--- config.mk ---
export PLATFORM = sky130hd
export DESIGN_NAME = mcm_mux_top
export DESIGN_NICKNAME = d
export VERILOG_FILES = /design/src/rtl/mcm_pkg.sv /design/src/rtl/mcm_tnorm.sv /design/src/rtl/mcm_cmux.sv /design/src/rtl/mcm_mux_node.sv /design/src/rtl/mcm_mux_top.sv
export SDC_FILE = /design/constraint.sdc
export NUM_CORES = 1
export LEC_CHECK = 0
export ABC_AREA = 1
export CAP_MARGIN = 15
export CORE_MARGIN = 10
export CORE_UTILIZATION = 35
export DETAILED_ROUTE_END_ITERATION = 7
export PLACE_DENSITY = 0.86
export REMOVE_ABC_BUFFERS = 1
export SLEW_MARGIN = 10
export SYNTH_ARGS = -nofsm -noshare
export SYNTH_HDL_FRONTEND = slang
export SYNTH_SLANG_ARGS = --single-unit
export TNS_END_PERCENT = 100
--- constraint.sdc ---
create_clock -name vclk -period 3.2
set_input_delay 0.64 -clock vclk [all_inputs]
set_output_delay 0.64 -clock vclk [all_outputs]
set_load 0.02 [all_outputs]
--- src/rtl/mcm_pkg.sv ---
package mcm_pkg;
  typedef logic [1:0] tern_t;

  localparam tern_t TERN_0 = 2'b00;
  localparam tern_t TERN_1 = 2'b11;
  localparam tern_t TERN_M = 2'b01;

  // bit1 = lower bound (surely 1), bit0 = upper bound (may be 1)
  function automatic tern_t tern_fix(tern_t v);
    return {v[1] & v[0], v[1] | v[0]};
  endfunction

  function automatic tern_t tern_and(tern_t a, tern_t b);
    return {a[1] & b[1], a[0] & b[0]};
  endfunction

  function automatic tern_t tern_or(tern_t a, tern_t b);
    return {a[1] | b[1], a[0] | b[0]};
  endfunction

  function automatic tern_t tern_not(tern_t a);
    return {~a[0], ~a[1]};
  endfunction
endpackage

--- src/rtl/mcm_tnorm.sv ---
module mcm_tnorm #(
  parameter int N = 1
) (
  input  logic [2*N-1:0] raw_i,
  output logic [2*N-1:0] fix_o
);
  import mcm_pkg::*;

  for (genvar g = 0; g < N; g++) begin : g_fix
    assign fix_o[2*g +: 2] = tern_fix(raw_i[2*g +: 2]);
  end
endmodule

--- src/rtl/mcm_cmux.sv ---
module mcm_cmux (
  input  logic [1:0] a_i,
  input  logic [1:0] b_i,
  input  logic [1:0] sel_i,
  output logic [1:0] y_o
);
  import mcm_pkg::*;

  tern_t pick_a, pick_b, agree;

  // consensus term a&b keeps the output stable when sel is M
  always_comb begin
    pick_a = tern_and(a_i, tern_not(sel_i));
    pick_b = tern_and(b_i, sel_i);
    agree  = tern_and(a_i, b_i);
    y_o    = tern_or(tern_or(pick_a, pick_b), agree);
  end
endmodule

--- src/rtl/mcm_mux_node.sv ---
module mcm_mux_node #(
  parameter int K = 2
) (
  input  logic [2*(2**K)-1:0] data_i,
  input  logic [2*K-1:0]      sel_i,
  output logic [1:0]          y_o
);
  localparam int HALF_W = 2 * (2**(K-1));

  if (K == 1) begin : g_leaf
    mcm_cmux cell_i (
      .a_i  (data_i[1:0]),
      .b_i  (data_i[3:2]),
      .sel_i(sel_i[1:0]),
      .y_o  (y_o)
    );
  end else begin : g_split
    logic [1:0] lo_y, hi_y;

    mcm_mux_node #(.K(K-1)) lo_i (
      .data_i(data_i[HALF_W-1:0]),
      .sel_i (sel_i[2*(K-1)-1:0]),
      .y_o   (lo_y)
    );

    mcm_mux_node #(.K(K-1)) hi_i (
      .data_i(data_i[2*HALF_W-1:HALF_W]),
      .sel_i (sel_i[2*(K-1)-1:0]),
      .y_o   (hi_y)
    );

    mcm_cmux cell_i (
      .a_i  (lo_y),
      .b_i  (hi_y),
      .sel_i(sel_i[2*K-1:2*K-2]),
      .y_o  (y_o)
    );
  end
endmodule

--- src/rtl/mcm_mux_top.sv ---
module mcm_mux_top #(
  parameter int K = 4
) (
  input  logic [2*(2**K)-1:0] data_i,
  input  logic [2*K-1:0]      sel_i,
  output logic [1:0]          data_o
);
  localparam int NIN = 2**K;

  logic [2*NIN-1:0] data_fix;
  logic [2*K-1:0]   sel_fix;

  mcm_tnorm #(.N(NIN)) dnorm_i (.raw_i(data_i), .fix_o(data_fix));
  mcm_tnorm #(.N(K))   snorm_i (.raw_i(sel_i),  .fix_o(sel_fix));

  mcm_mux_node #(.K(K)) tree_i (
    .data_i(data_fix),
    .sel_i (sel_fix),
    .y_o   (data_o)
  );
endmodule

Word level (Yosys, flattened, before mapping)
Cells that the tools add are included.

storage, ports and cells
  register bits = 0
  input bits = 40
  output and inout bits = 2
  word-level logic and storage cells = 198

cells by class
  bitwise operators = 198

operators with widths
  operator           count
  bitwise AND 1 bit  110
  bitwise OR 1 bit   80
  inverter 1 bit     8

Longest topological paths before layout
Gate-level depths: netlist of run 1.

  depth in word-level cells = 14
  mapped depth = 11
  mapped depth without buffers = 11

Cells and area by module
From an unflattened synthesis of run 1, not the netlist that was laid out.

second synthesis, totals
  cells, all modules = 250
  area, all modules = 1201.2 sq um

by module, submodules not included
  module                times used  cells an instance  area each (sq um)  seq. area each (sq um)
  mcm_cmux              15          10                 55.1               0.0
  mcm_tnorm at dnorm_i  1           80                 300.3              0.0
  mcm_tnorm at snorm_i  1           20                 75.1               0.0

Worst setup path before layout of run 1
Ideal clock, no wire load.

  kind = input to output
  start = input port sel_i[0]
  end = output port data_o[1]
  arrival = 1455 ps
  data required time = 2560 ps
  setup slack = 1105 ps
  stages = 9
  buffers on the path = 0
  path through = nor2_1 > nand2_1 > nand3_1 > nand2_1 > nand2_1 > nand2_1 > nand2_1 > nand2_1 > inv_1

on the way
  cells in the longest elaborated chain, start to end = 14
  elaborated cells on any way between the ends = 70
  classes of those cells = 70 x bitwise

RTL lines
  item                            RTL line          RTL
  from (decl)                     mcm_mux_top.sv:5  input logic [2*K-1:0] sel_i,
  bitwise OR 1 bit                mcm_pkg.sv:10     return {v[1] & v[0], v[1] | v[0]};
  inverter 1 bit                  mcm_pkg.sv:22     return {~a[0], ~a[1]};
  bitwise AND 1 bit               mcm_pkg.sv:14     return {a[1] & b[1], a[0] & b[0]};
  bitwise OR 1 bit (2 in series)  mcm_pkg.sv:18     return {a[1] | b[1], a[0] | b[0]};
  bitwise AND 1 bit               mcm_pkg.sv:14
  bitwise OR 1 bit (2 in series)  mcm_pkg.sv:18
  bitwise AND 1 bit               mcm_pkg.sv:14
  bitwise OR 1 bit (2 in series)  mcm_pkg.sv:18
  bitwise AND 1 bit               mcm_pkg.sv:14
  bitwise OR 1 bit                mcm_pkg.sv:18
  bitwise OR 1 bit *              mcm_pkg.sv:18
  to (decl)                       mcm_mux_top.sv:6  output logic [1:0] data_o

Every way passes the cells marked *; elsewhere a longest branch is shown, timed or not.

Worst setup path after layout of run 1
  start = input port sel_i[0]
  end = output port data_o[0]

on the way
  cells in the longest elaborated chain, start to end = 14
  elaborated cells on any way between the ends = 70
  classes of those cells = 70 x bitwise

RTL lines
  item                            RTL line
  bitwise AND 1 bit               mcm_pkg.sv:10
  inverter 1 bit                  mcm_pkg.sv:22
  bitwise AND 1 bit               mcm_pkg.sv:14
  bitwise OR 1 bit (2 in series)  mcm_pkg.sv:18
  bitwise AND 1 bit               mcm_pkg.sv:14
  bitwise OR 1 bit (2 in series)  mcm_pkg.sv:18
  bitwise AND 1 bit               mcm_pkg.sv:14
  bitwise OR 1 bit (2 in series)  mcm_pkg.sv:18
  bitwise AND 1 bit               mcm_pkg.sv:14
  bitwise OR 1 bit                mcm_pkg.sv:18
  bitwise OR 1 bit *              mcm_pkg.sv:18

Marks and branches as above.

==> impl_metrics.env, run 1 <==
export IMPL_synth_area_um2=515
export IMPL_fmax_ghz=0.350
export IMPL_via_per_inst=4.86
export IMPL_setup_slack_ns=0.341
export IMPL_grtUsageTotal=0.112
export IMPL_post_cts_buffers=0
export IMPL_io_pins=42
export IMPL_finalPower_uw=121
export IMPL_tightestPinTransition_ns=0.282
export IMPL_rows=13
export IMPL_arrival_ns=2.22
export IMPL_wire_per_inst_um=11.1
export IMPL_dp_slack_ns=0.0125
export IMPL_grt_max_degree=16
export IMPL_rsz0062_at_grt="false"
export IMPL_nFlopsAndLatches=0
export IMPL_grt_ovfl_total=0
export IMPL_setup_viol=0
export IMPL_slowest_delay_ns=0.57
export IMPL_drive_gt1_frac=0.0357
export IMPL_core_mm2=0.00135
export IMPL_crit_chain="clkdlybuf4s50_1, nor2_1, buf_4, o21ai_0, nand2_1, nand2_1, nand2_1, nand2_1, nand2_1, nand2_1, dlymetal6s2s_1"
export IMPL_p_per_area_mw_per_mm2=125
export IMPL_synth_cell_types=10
export IMPL_layout_common_cells="81 x nand2_1, 40 x clkdlybuf4s50_1, 16 x o21ai_0, 10 x inv_1, 10 x nor2_1"
export IMPL_nets=210
export IMPL_maxSlewHeadroom=0.812
export IMPL_status="complete, no violations"
export IMPL_drtIter0Drc=18
export IMPL_cpMaxStageDelayCell="clkdlybuf4s50_1"
export IMPL_cp_num_buf_inv=3
export IMPL_first_global_vias=824
export IMPL_synth_seq_area_share=0
export IMPL_critical_path_required_ns=2.56
export IMPL_post_dp_hpwl_um=1760
export IMPL_cp_end_kind="output port"
export IMPL_area_growth_syn_to_layout_pct=87.1
export IMPL_place_inst=183
export IMPL_yosys_warnings=0
export IMPL_cp_top_family="buffers and inverters"
export IMPL_critPathMaxFanout=10
export IMPL_p_leak_nw=0.575
export IMPL_place_gp_congestion=0.852
export IMPL_die_area_mm2=0.00341
export IMPL_routed_wl_um=2030
export IMPL_finalMaxSlewViolations=0
export IMPL_antenna_left=0
export IMPL_setup_tns_ns=0
export IMPL_grt_pass1_wl_um=3350
export IMPL_layout_commonest_cell="nand2_1"
export IMPL_chipHeight_um=58.4
export IMPL_vias=890
export IMPL_syn_avg_cell_area_um2=4.09
export IMPL_drv_cap=0
export IMPL_start_util=0.382
export IMPL_hold_viol=0
export IMPL_port_buffers=42
export IMPL_cp_depth=11
export IMPL_postCtsHoldBufs=0
export IMPL_whs_path_depth=5
export IMPL_register_area_um2=0
export IMPL_min_path_type="primary input to output port"
export IMPL_crit_type="primary input to output port"
export IMPL_clkbuf_count=0
export IMPL_drtPass1Iterations=5
export IMPL_worst_ir_drop_vdd_v=0.0000693
export IMPL_period_needed_ns=2.86
export IMPL_start_kind="primary input"
export IMPL_antenna_found_initial=0
export IMPL_layoutNonFillerInstCount=183
export IMPL_fin_crit_sh=0.893
export IMPL_critPathMostFrequentCell="nand2_1"
export IMPL_die_w_um=58.4
export IMPL_remaining_drc_errors=0
export IMPL_syn_inst=126
export IMPL_antenna_cells=0
-- cell families after synthesis --
| group | count (synthesis) | share of synthesized area |
|---|---|---|
| buffers and inverters | 11 | 0.0874 |
| AND/OR/NAND/NOR | 97 | 0.731 |
| AO/OA/AOI/OAI | 18 | 0.182 |
-- report_power, final --
part / internal, mW / switching, mW / total (mW) / leakage [nW]
logic: 0.0686 / 0.0524 / 0.121 / 0.575
registers: 0 / 0 / 0 / 0
clock network: 0 / 0 / 0 / 0
-- cell type report --
type	count	area, um^2
multi-input cells	115	475
repair buffers	43	433
fillers	133	385
inverters	10	37.5
well taps	15	18.8
-- per-layer routing --
metal,vias up,GRT usage,part of all wire
li1,475,-,-
met1,381,0.114,0.40
met2,31,0.229,0.50
met3,3,0.0279,0.086
met4,0,0,0.0069
met5,-,0,0
-- path summary, 6_finish.rpt --
path      from        end  slack [ns]
max   sel_i[0]  data_o[0]        0.34
min   sel_i[6]  data_o[0]        2.10
-- synthesized netlist by cell type (all sizes together) --
| library cell | instances | area share |
|---|---|---|
| a21oi | 1 | 0.0097 |
| nand2 | 83 | 0.61 |
| inv | 10 | 0.073 |
| nand3 | 2 | 0.019 |
| or2 | 2 | 0.024 |
| o21ai | 17 | 0.17 |
| buf | 1 | 0.015 |
| nor2 | 10 | 0.073 |
-- repair_timing --
action / in CTS / in global routing
endpoints found under the hold margin: 0 / 0
gates resized for setup: 0 / 3
setup endpoints to repair: 0 / 2
-- metrics by stage --
step                      area (um^2)  hold slack [ns]  utilization
after global routing              965             2.17        0.715
after global placement            955             2.44        0.707
final                             965             2.10        0.715
after floorplan                   508             1.51            -
after CTS                         955             2.46        0.707
after detailed placement          955             2.46        0.707
No activity file was read; power rests on OpenSTA's default activity.
==> inputs of run 2 (changes only) <==
--- a/config.mk
+++ b/config.mk
@@ -8,10 +8,11 @@
 export ABC_AREA = 1
 export CAP_MARGIN = 15
 export CORE_MARGIN = 10
-export CORE_UTILIZATION = 35
+export CORE_UTILIZATION = 37
 export DETAILED_ROUTE_END_ITERATION = 7
-export PLACE_DENSITY = 0.86
+export PLACE_DENSITY = 0.9
 export REMOVE_ABC_BUFFERS = 1
+export SKIP_LAST_GASP = 1
 export SLEW_MARGIN = 10
 export SYNTH_ARGS = -nofsm -noshare
 export SYNTH_HDL_FRONTEND = slang
==> impl_metrics.env, run 2 (same netlist as run 1, synthesis figures left out) <==
export IMPL_status="complete, no violations"
export IMPL_nFlopsAndLatches=0
export IMPL_nets=210
export IMPL_maxSlewHeadroom=0.812
export IMPL_grt_max_degree=16
export IMPL_wire_per_inst_um=11.1
export IMPL_crit_start="sel_i[0]"
export IMPL_rsz0062_at_grt="false"
export IMPL_antenna_found_initial=0
export IMPL_p_per_area_mw_per_mm2=125
export IMPL_whs_endpoint="data_o[1]"
export IMPL_grt_pass1_wl_um=3260
export IMPL_num_fill_cells=115
export IMPL_finalMaxSlewViolations=0
export IMPL_core_mm2=0.00130
export IMPL_start_util=0.396
export IMPL_fin_crit_sh=0.893
export IMPL_critical_path_required_ns=2.56
export IMPL_rows=13
export IMPL_register_area_um2=0
export IMPL_chipHeight_um=57.3
export IMPL_start_kind="primary input"
export IMPL_io_pins=42
export IMPL_post_dp_hpwl_um=1700
export IMPL_place_gp_congestion=0.799
export IMPL_cp_end_kind="output port"
export IMPL_p_leak_nw=0.575
export IMPL_fin_area_um2=965
export IMPL_hold_start="sel_i[7]"
export IMPL_finalPower_uw=121
export IMPL_vias=854
export IMPL_dp_slack_ns=0.0225
export IMPL_worst_ir_drop_vdd_v=0.0000765
export IMPL_clkbuf_count=0
export IMPL_port_buffers=42
export IMPL_min_path_type="primary input to output port"
export IMPL_layout_commonest_cell="nand2_1"
export IMPL_setup_slack_ns=0.342
export IMPL_critPathMostFrequentCell="nand2_1"
export IMPL_crit_chain="clkdlybuf4s50_1, nor2_1, buf_4, o21ai_0, nand2_1, nand2_1, nand2_1, nand2_1, nand2_1, nand2_1, dlymetal6s2s_1"
export IMPL_antenna_left=0
export IMPL_cpMaxStageDelayCell="clkdlybuf4s50_1"
export IMPL_whs_path_depth=6
export IMPL_setup_tns_ns=0
export IMPL_first_global_vias=793
export IMPL_period_needed_ns=2.86
export IMPL_crit_type="primary input to output port"
export IMPL_drtIter0Drc=13
export IMPL_arrival_ns=2.22
export IMPL_post_cts_buffers=0
export IMPL_drv_cap=0
export IMPL_tightestPinTransition_ns=0.282
export IMPL_slowest_delay_ns=0.55
export IMPL_die_w_um=57.3
export IMPL_setup_viol=0
export IMPL_antenna_cells=0
export IMPL_fmax_ghz=0.350
export IMPL_hold_viol=0
export IMPL_utilization=0.741
export IMPL_postCtsHoldBufs=0
export IMPL_drtPass1Iterations=4
export IMPL_grtUsageTotal=0.110
export IMPL_via_per_inst=4.67
export IMPL_area_growth_syn_to_layout_pct=87.1
export IMPL_routed_wl_um=2030
export IMPL_die_area_mm2=0.00329
export IMPL_remaining_drc_errors=0
export IMPL_critPathMaxFanout=10
export IMPL_drive_gt1_frac=0.0357
export IMPL_placedInstanceArea_um2=955
export IMPL_layout_common_cells="81 x nand2_1, 40 x clkdlybuf4s50_1, 16 x o21ai_0, 10 x inv_1, 10 x nor2_1"
export IMPL_grt_ovfl_total=0
-- run 2: cell counts in the layout (fill, tap and decap cells not counted) --
No cell type changed its count.
-- run 2: metrics by stage --
stage	cells	hold slack, ns
6_report	183	2.10
3_5_place_dp	183	2.44
3_3_place_gp	183	2.43
4_1_cts	183	2.44
2_1_floorplan	125	1.51
5_1_grt	183	2.15
-- run 2: cell type report --
class | instances | area (um^2) | share of cell area
Multi-Input combinational cell | 115 | 475 | 0.493
Timing Repair Buffer | 43 | 433 | 0.449
Inverter | 10 | 37.5 | 0.0389
Tap cell | 15 | 18.8 | 0.0195
-- run 2: how the worst max path moves through the flow --
stage | end | slack [ns]
after global placement | data_o[0] | 0.03
after floorplan | data_o[1] | 1.11
after global routing | data_o[0] | 0.20
after CTS | data_o[0] | 0.01
after detailed placement | data_o[0] | 0.02
final | data_o[0] | 0.34
-- run 2: power breakdown --
group,internal (mW),switching (mW)
clock,0,0
sequential,0,0
combinational,0.0687,0.0519
-- run 2: metal layers --
metal	global-route usage	vias to the layer above	wire (um)
li1	-	473	-
met1	0.114	358	818
met3	0.0243	0	124
met2	0.220	23	1080
met5	0	-	0
met4	0.0168	0	0
-- run 2: worst max-delay path: cells and delay by family --
family | cells | cell delay [ns]
and+or+nand+nor | 7 | 0.42
buffers and inverters | 3 | 0.96
AOI/OAI and AO/OA | 1 | 0.20
-- run 2: timing repair --
item | CTS | global route
gates resized for setup | 0 | 3
endpoints found under the setup margin | 0 | 2
hold endpoints to repair | 0 | 0
